**src/rtl/dxa_pkg.sv**
```systemverilog
package dxa_pkg;
    typedef enum logic [1:0] {
        ST_IDLE = 2'd0,
        ST_DESC = 2'd1,
        ST_SRC  = 2'd2,
        ST_DST  = 2'd3
    } phase_e;

    localparam logic [1:0] TR_IDLE   = 2'b00;
    localparam logic [1:0] TR_NONSEQ = 2'b10;
    localparam logic [1:0] TR_SEQ    = 2'b11;

    localparam logic [1:0] WID_WORD  = 2'd2;
    localparam logic [3:0] PROT_DESC = 4'b1011;
endpackage

```
**src/rtl/dxa_beat_cnt.sv**
```systemverilog
module dxa_beat_cnt #(
    parameter int BEAT_W = 4
) (
    input  logic              clk,
    input  logic              rst_n,
    input  logic              active,
    input  logic              hready,
    input  logic [BEAT_W-1:0] limit,
    output logic              first,
    output logic              last
);
    logic [BEAT_W-1:0] cnt;

    always_ff @(posedge clk) begin
        if (!rst_n) begin
            cnt <= '0;
        end else if (active && hready) begin
            if (cnt == limit) cnt <= '0;
            else              cnt <= cnt + 1'b1;
        end
    end

    assign first = (cnt == '0);
    assign last  = (cnt == limit);
endmodule

```
**src/rtl/dxa_seq_fsm.sv**
```systemverilog
module dxa_seq_fsm
    import dxa_pkg::*;
#(
    parameter int BEAT_W = 4
) (
    input  logic              clk,
    input  logic              rst_n,
    input  logic              desc_req,
    input  logic              xfer_req,
    input  logic              hready,
    input  logic              beat_last,
    input  logic [BEAT_W-1:0] desc_beats,
    input  logic [BEAT_W-1:0] src_beats,
    input  logic [BEAT_W-1:0] dst_beats,
    output phase_e            phase,
    output logic              active,
    output logic [BEAT_W-1:0] beat_lim
);
    phase_e state_q, state_d;
    logic   stage_done;

    assign stage_done = hready && beat_last;

    always_ff @(posedge clk) begin
        if (!rst_n) state_q <= ST_IDLE;
        else        state_q <= state_d;
    end

    always_comb begin
        state_d  = state_q;
        beat_lim = '0;
        unique case (state_q)
            ST_IDLE: begin
                if (desc_req)      state_d = ST_DESC;
                else if (xfer_req) state_d = ST_SRC;
            end
            ST_DESC: begin
                beat_lim = desc_beats;
                if (stage_done) state_d = ST_SRC;
            end
            ST_SRC: begin
                beat_lim = src_beats;
                if (stage_done) state_d = ST_DST;
            end
            ST_DST: begin
                beat_lim = dst_beats;
                if (stage_done) state_d = ST_IDLE;
            end
        endcase
    end

    assign phase  = state_q;
    assign active = (state_q != ST_IDLE);
endmodule

```
**src/rtl/dxa_attr_mux.sv**
```systemverilog
module dxa_attr_mux
    import dxa_pkg::*;
(
    input  phase_e      phase,
    input  logic        first,
    input  logic        cfg_priv,
    input  logic        cfg_buf,
    input  logic        cfg_cache,
    input  logic        cfg_lock,
    input  logic [1:0]  cfg_src_width,
    input  logic [1:0]  cfg_dst_width,
    output logic [1:0]  htrans,
    output logic        hwrite,
    output logic [2:0]  hsize,
    output logic [3:0]  hprot,
    output logic        hlock
);
    logic [3:0] prog_prot;

    assign prog_prot = {cfg_cache, cfg_buf, cfg_priv, 1'b1};

    always_comb begin
        htrans = first ? TR_NONSEQ : TR_SEQ;
        hwrite = 1'b0;
        hsize  = {1'b0, WID_WORD};
        hprot  = prog_prot;
        hlock  = cfg_lock;
        unique case (phase)
            ST_IDLE: begin
                htrans = TR_IDLE;
                hlock  = 1'b0;
            end
            ST_DESC: begin
                hprot = PROT_DESC;
                hsize = {1'b0, WID_WORD};
            end
            ST_SRC: begin
                hsize = {1'b0, cfg_src_width};
            end
            ST_DST: begin
                hwrite = 1'b1;
                hsize  = {1'b0, cfg_dst_width};
            end
        endcase
    end
endmodule

```
**src/rtl/dma_xfer_attr_gen.sv**
```systemverilog
module dma_xfer_attr_gen
    import dxa_pkg::*;
#(
    parameter int BEAT_W = 4
) (
    input  logic              clk,
    input  logic              rst_n,
    input  logic              desc_req,
    input  logic              xfer_req,
    input  logic              hready,
    input  logic              cfg_priv,
    input  logic              cfg_buf,
    input  logic              cfg_cache,
    input  logic              cfg_lock,
    input  logic [1:0]        cfg_src_width,
    input  logic [1:0]        cfg_dst_width,
    input  logic [BEAT_W-1:0] cfg_desc_beats,
    input  logic [BEAT_W-1:0] cfg_src_beats,
    input  logic [BEAT_W-1:0] cfg_dst_beats,
    output logic [1:0]        htrans,
    output logic              hwrite,
    output logic [2:0]        hsize,
    output logic [3:0]        hprot,
    output logic              hlock
);
    phase_e            phase;
    logic              active;
    logic              beat_first;
    logic              beat_last;
    logic [BEAT_W-1:0] beat_lim;

    dxa_seq_fsm #(.BEAT_W(BEAT_W)) u_fsm (
        .clk        (clk),
        .rst_n      (rst_n),
        .desc_req   (desc_req),
        .xfer_req   (xfer_req),
        .hready     (hready),
        .beat_last  (beat_last),
        .desc_beats (cfg_desc_beats),
        .src_beats  (cfg_src_beats),
        .dst_beats  (cfg_dst_beats),
        .phase      (phase),
        .active     (active),
        .beat_lim   (beat_lim)
    );

    dxa_beat_cnt #(.BEAT_W(BEAT_W)) u_cnt (
        .clk    (clk),
        .rst_n  (rst_n),
        .active (active),
        .hready (hready),
        .limit  (beat_lim),
        .first  (beat_first),
        .last   (beat_last)
    );

    dxa_attr_mux u_mux (
        .phase         (phase),
        .first         (beat_first),
        .cfg_priv      (cfg_priv),
        .cfg_buf       (cfg_buf),
        .cfg_cache     (cfg_cache),
        .cfg_lock      (cfg_lock),
        .cfg_src_width (cfg_src_width),
        .cfg_dst_width (cfg_dst_width),
        .htrans        (htrans),
        .hwrite        (hwrite),
        .hsize         (hsize),
        .hprot         (hprot),
        .hlock         (hlock)
    );
endmodule

```
**config.mk**
```make
export PLATFORM = sky130hd
export DESIGN_NAME = dma_xfer_attr_gen
export DESIGN_NICKNAME = d
export VERILOG_FILES = /design/src/rtl/dxa_pkg.sv /design/src/rtl/dxa_beat_cnt.sv /design/src/rtl/dxa_seq_fsm.sv /design/src/rtl/dxa_attr_mux.sv /design/src/rtl/dma_xfer_attr_gen.sv
export SDC_FILE = /design/constraint.sdc
export NUM_CORES = 1
export LEC_CHECK = 0
export CORE_UTILIZATION = 37
export DETAILED_ROUTE_END_ITERATION = 6
export HOLD_SLACK_MARGIN = 0.05
export MAX_ROUTING_LAYER = met4
export PLACE_DENSITY = 0.77
export SLEW_MARGIN = 20
export SYNTH_ARGS = -nofsm -noshare
export SYNTH_HDL_FRONTEND = slang
export SYNTH_SLANG_ARGS = --single-unit
```
**constraint.sdc**
```tcl
create_clock -name clk -period 5.7 [get_ports clk]
set_input_delay 1.14 -clock clk [delete_from_list [all_inputs] [get_ports clk]]
set_output_delay 1.14 -clock clk [all_outputs]
set_load 0.005 [all_outputs]
```
# Word level (Yosys, flattened, before mapping)
# Cells that the tools add are included.
[word_totals]
reg_bits = 6
latchBits = 0
mem_bits_rw = 0
rom_bits = 0
in_bits = 25
out_inout_bits = 11
word_cells = 31
memories = 0
[classes]
addsub = 1
mul = 0
div = 0
order_cmp = 0
eq_ne = 8
shifts = 0
mux = 14
n_bitwise = 0
reduce_logical = 6
[op_table]
columns = ["cell", "count"]
rows = [
  ["2-bit 2-to-1 mux", 6],
  ["4-bit one-hot mux with 3 select lines", 1],
  ["4-bit 2-to-1 mux", 2],
  ["2-bit one-hot mux with 4 select lines", 1],
  ["2-bit by 1-bit != test with 1-bit output (second input constant)", 3],
  ["4-bit by 1-bit adder with 4-bit output (second input constant)", 1],
  ["2-bit == test (second input constant)", 2],
  ["4-bit == test", 1],
  ["4-bit zero test", 1],
  ["2-bit one-hot mux with 2 select lines", 1],
  ["4-bit AND reduction", 1],
  ["1-bit 2-to-1 mux", 3],
  ["3-bit != test (second input constant)", 1],
  ["2-bit by 1-bit == test with 1-bit output (second input constant)", 1],
  ["1-bit logical AND", 2],
  ["2-bit zero test", 1],
  ["2-bit nonzero test", 1],
]

# Longest topological paths before layout
[logic_depth]
depth_word = 6
ltp_mapped = 9
depth_no_buf = 8

# Cells and area by module
# From an unflattened synthesis, not the netlist that was laid out.
[unflattened]
hier_cells = 81
area_unflattened_um2 = 646.9
[by_module_without_submodules]
columns = ["mod", "n_inst", "cells_per_inst", "area_per_inst_um2"]
rows = [
  ["dxa_seq_fsm", 1, 31, 274.0],
  ["dxa_beat_cnt", 1, 34, 267.8],
  ["dxa_attr_mux", 1, 16, 105.1],
]

# Least setup slack after synthesis
# OpenSTA, ideal clock, no wires.
[synth_path]
path_type = "input port to flip-flop"
startpoint = "input cfg_desc_beats[2]"
endpoint = "register u_fsm.state_q[0], in the netlist u_fsm.phase[0]"
setup_ns = 0.117
arrival_time_ns = 2.762
t_required_ns = 5.583
path_slack_ns = 2.821
stages = 6
path_buffers = 0
path_cell_list = "a222oi_1 or4b_1 o32ai_2 o22ai_2 a21o_1 a32o_2"
[synth_between]
elab_chain_len = 5
elab_cells_between_ends = 7
[synth_lines]
columns = ["element", "line", "text"]
rows = [
  ["start: declaration", "dma_xfer_attr_gen.sv:17", "input logic [BEAT_W-1:0] cfg_desc_beats,"],
  ["4-bit one-hot mux with 3 select lines (*)", "dxa_seq_fsm.sv:32", "unique case (state_q)"],
  ["4-bit == test (*)", "dxa_beat_cnt.sv:24", "assign last = (cnt == limit);"],
  ["1-bit logical AND (*)", "dxa_seq_fsm.sv:22", "assign stage_done = hready && beat_last;"],
  ["2-bit by 1-bit != test with 1-bit output (no line)", "n/a", ""],
  ["4-bit AND reduction (no line) (*)", "n/a", ""],
  ["end signal: assignment", "dxa_seq_fsm.sv:26", "else state_q <= state_d;"],
  ["end: declaration", "dxa_seq_fsm.sv:19", "phase_e state_q, state_d;"],
]
# Every way passes the cells marked *; elsewhere a longest branch is shown, timed or not.
# A chain may end at the register's enable or synchronous reset.

# Final worst setup path
[layout_path]
startpoint = "input cfg_src_width[1]"
endpoint = "output hsize[1]"
[layout_between]
elab_chain_len = 1
[layout_lines]
columns = ["element", "line", "text"]
rows = [
  ["start: declaration", "dma_xfer_attr_gen.sv:15", "input logic [1:0] cfg_src_width,"],
  ["2-bit one-hot mux with 2 select lines", "dxa_attr_mux.sv:28", "unique case (phase)"],
  ["end: declaration", "dma_xfer_attr_gen.sv:22", "output logic [2:0] hsize,"],
]
# No other way between the ends.

==> out/results.txt <==
Detail Placement HPWL -> 1.33 mm
Seq cells post-synth -> 6
routed wire length per instance -> 12.8 um
largest family of logic cells by synthesized area -> compound AO/OA/AOI/OAI gates
sequential share of the synthesized area -> 0.182
# Max-Cap Violations -> 0
Iter 0 DRT Violations -> 41
post-synthesis mux area share -> 0
part of the cycle the worst path needs -> 0.598
CTS Buf Count -> 3
worst hold path stage count -> 2
worst-margin pin slew -> 0.541 ns
simple logic cell fraction of the synthesized area -> 0.244
die area -> 0.00196 sq mm
Resized cells post-CTS -> 0
RR Endpoint -> u_fsm.phase[0]
Hold Startpoint -> u_cnt.cnt[1]
Vias -> 760
Clock Skew -> 0.0123 ns
die width -> 44.3 um
clk sinks -> 6
Reg power frac -> 0.182
vias in the first global route -> 704
Starting Density -> 0.414
Layout Nets -> 146
top_reg_cell synth -> dfxtp_1
crit path DAT -> 2.27 ns
drt drc -> 5
number of flops mapped to enable cells by yosys -> 0
Critical Path Fanout Max -> 1
CTS tree -> built
synthesized net count -> 114
global-route wire length before repair -> 2.90 mm
Sw Pwr -> 0.000136 W
Clock Tree Buf Depth -> 2
Post-CTS Hold Buffers -> 0
Mapped Area -> 661 sq um
area share of the largest cell type after synthesis -> 0.182
final wirelength -> 1.76 mm
clock power share -> 0.125
Final Hold Fails -> 0
Rows -> 14
DR vias/cell -> 5.55
R2R Setup Slk -> 3.02 ns
setup bufs post-CTS -> 0
GR Overflow Total -> 0
GPL Wtd Cong -> 0.824
Synth cell types -> 34
largest net degree at the start of global routing -> 12
Worst Reg-to-Reg Cells -> 8
Layout area overhead -> 50.6%
violated checks -> design-rule violations
setup_tns -> 0 ns
Non-Filler Instances -> 137
ANT nets after route -> 0
port bufs -> 33
Min Clock Period, post-route -> 3.41 ns
outcome -> complete, but fails checks
Leak Pwr -> 0.370 nW
Cells after Synth -> 83
syn avg cell area -> 7.96 sq um
Worst-path clk slew -> 0.04 ns
worst hold slack -> 0.551 ns
RSZ-0062 raised after global routing -> no
initial antenna violation count -> 0
Total Routing Usage GR -> 0.201
fraction of layout instances using a drive strength above 1 -> 0.106
internal power -> 0.000186 W
Power Total -> 0.000322 W
Core Region -> 0.00159 sq mm
Sw Share -> 0.422
Post-Synth XOR/XNOR Area -> 0.0265
post-layout util -> 0.624
Worst EP required -> 4.56 ns
CP endpoint kind -> output port
# setup viols final -> 0
clk_lat worst skew -> 0.25 ns
count of pins over their slew limit -> 0
clock tree root driver cell -> clkbuf_4
Inst Count DP -> 134
Logic pwr share -> 0.693
Pwr per Cell Area -> 323 mW/mm^2
Compound-Gate Fraction of Synth Area -> 0.309
CP startpoint kind -> input pin
synth warn -> 0
WS Path Type -> input pin to output port
Slew headroom -> 0.639
ANT cells -> 0
Max Freq -> 293 MHz
Yosys top cell by area -> dfxtp_1
CTS H-Tree Depth -> 1
Synth area leaders -> dfxtp_1 18%, ha_1 11%, a222oi_1 6.1%
IO Pins -> 36
Synth Area in Adders -> 0.114
Max rail drop VDD -> 0.000194 V
DRT Pass-1 Iters -> 7
Hold EP -> u_cnt.cnt[1]
r2r startpoint -> u_fsm.phase[0]
die extent in y -> 44.3 um
HP Class -> flop to flop
async set-reset flop share out of synthesis -> 0
## registers in the layout (all words and copies together) (netlist names)
signal / count
u_fsm.phase: 2
u_cnt.cnt: 4
## kinds of logic after synthesis
kind of cell | after synthesis
buf+inv | 13
other cells | 2
flops | 6
simple gates | 29
fa+ha+maj | 6
xor+xnor | 2
compound gates | 25
## metal layers
metal	wire (um)	vias up	track usage
met3	208	4	0.0776
li1	-	363	-
met4	20	0	0.0970
met2	778	54	0.315
met1	749	339	0.221
met5	0	-	-
## layout make-up
type | instances | area, sq um
fill | 129 | 599
multi-input combinational | 64 | 465
timing repair buffer | 33 | 330
sequential | 6 | 120
tap | 24 | 30.0
inverter | 7 | 26.3
clock buffer | 3 | 22.5
## power by group through the flow
stage / Combinational (W) / Sequential, W / Clock, W
detailed placement: 0.000221 / 0.0000591 / 0
global placement: 0.000216 / 0.0000583 / 0
CTS: 0.000222 / 0.0000583 / 0.0000407
floorplan: 0.000159 / 0.0000566 / 0
global route: 0.000246 / 0.0000596 / 0.0000436
finish: 0.000223 / 0.0000586 / 0.0000401
## cell usage in the layout, fill, tap and decap left out, drive strengths merged, types with 3 or more instances in the layout
| cell type | synthesis | routed |
|---|---|---|
| dfxtp | 6 | 6 |
| nor2 | 4 | 4 |
| ha | 6 | 6 |
| nor2b | 3 | 3 |
| clkdlybuf4s50 | 0 | 33 |
| o21ai | 4 | 4 |
| inv | 7 | 7 |
| clkbuf | 0 | 3 |
| a222oi | 4 | 4 |
| nand2 | 8 | 8 |
| a21oi | 7 | 7 |
## worst max path at each step
stage	start	to	slack [ns]
3_5_place_dp	cfg_desc_beats[2]	u_fsm.phase[0]	2.26
5_1_grt	cfg_src_width[1]	hsize[1]	2.25
3_3_place_gp	cfg_src_width[1]	hsize[1]	2.30
6_report	cfg_src_width[1]	hsize[1]	2.29
4_1_cts	cfg_src_width[1]	hsize[1]	2.29
2_1_floorplan	cfg_desc_beats[2]	u_fsm.phase[0]	2.82
## cell usage after synthesis (2+ instances only)
master and instances:
nand3_1 2, a21oi_1 7, a222oi_1 4, ha_1 6, nand2_1 8, o32ai_2 2
buf_4 5, xnor2_1 2, o21ai_0 3, conb_1 2, nor2b_1 3, or2_2 2
dfxtp_1 6, inv_1 7, nand4_1 2, nor2_1 4
## critical path, cell delays in order
cell             delay (ns)
clkdlybuf4s50_1        0.46
a22oi_1                0.07
o21ai_0                0.08
clkdlybuf4s50_1        0.51
## metrics by stage
stage	cell area [sq um]	setup WS [ns]
finish	995	2.29
detailed placement	972	2.26
global route	995	2.25
CTS	995	2.29
global placement	972	2.30
floorplan	661	2.82
(Power assumes the default switching activity.)
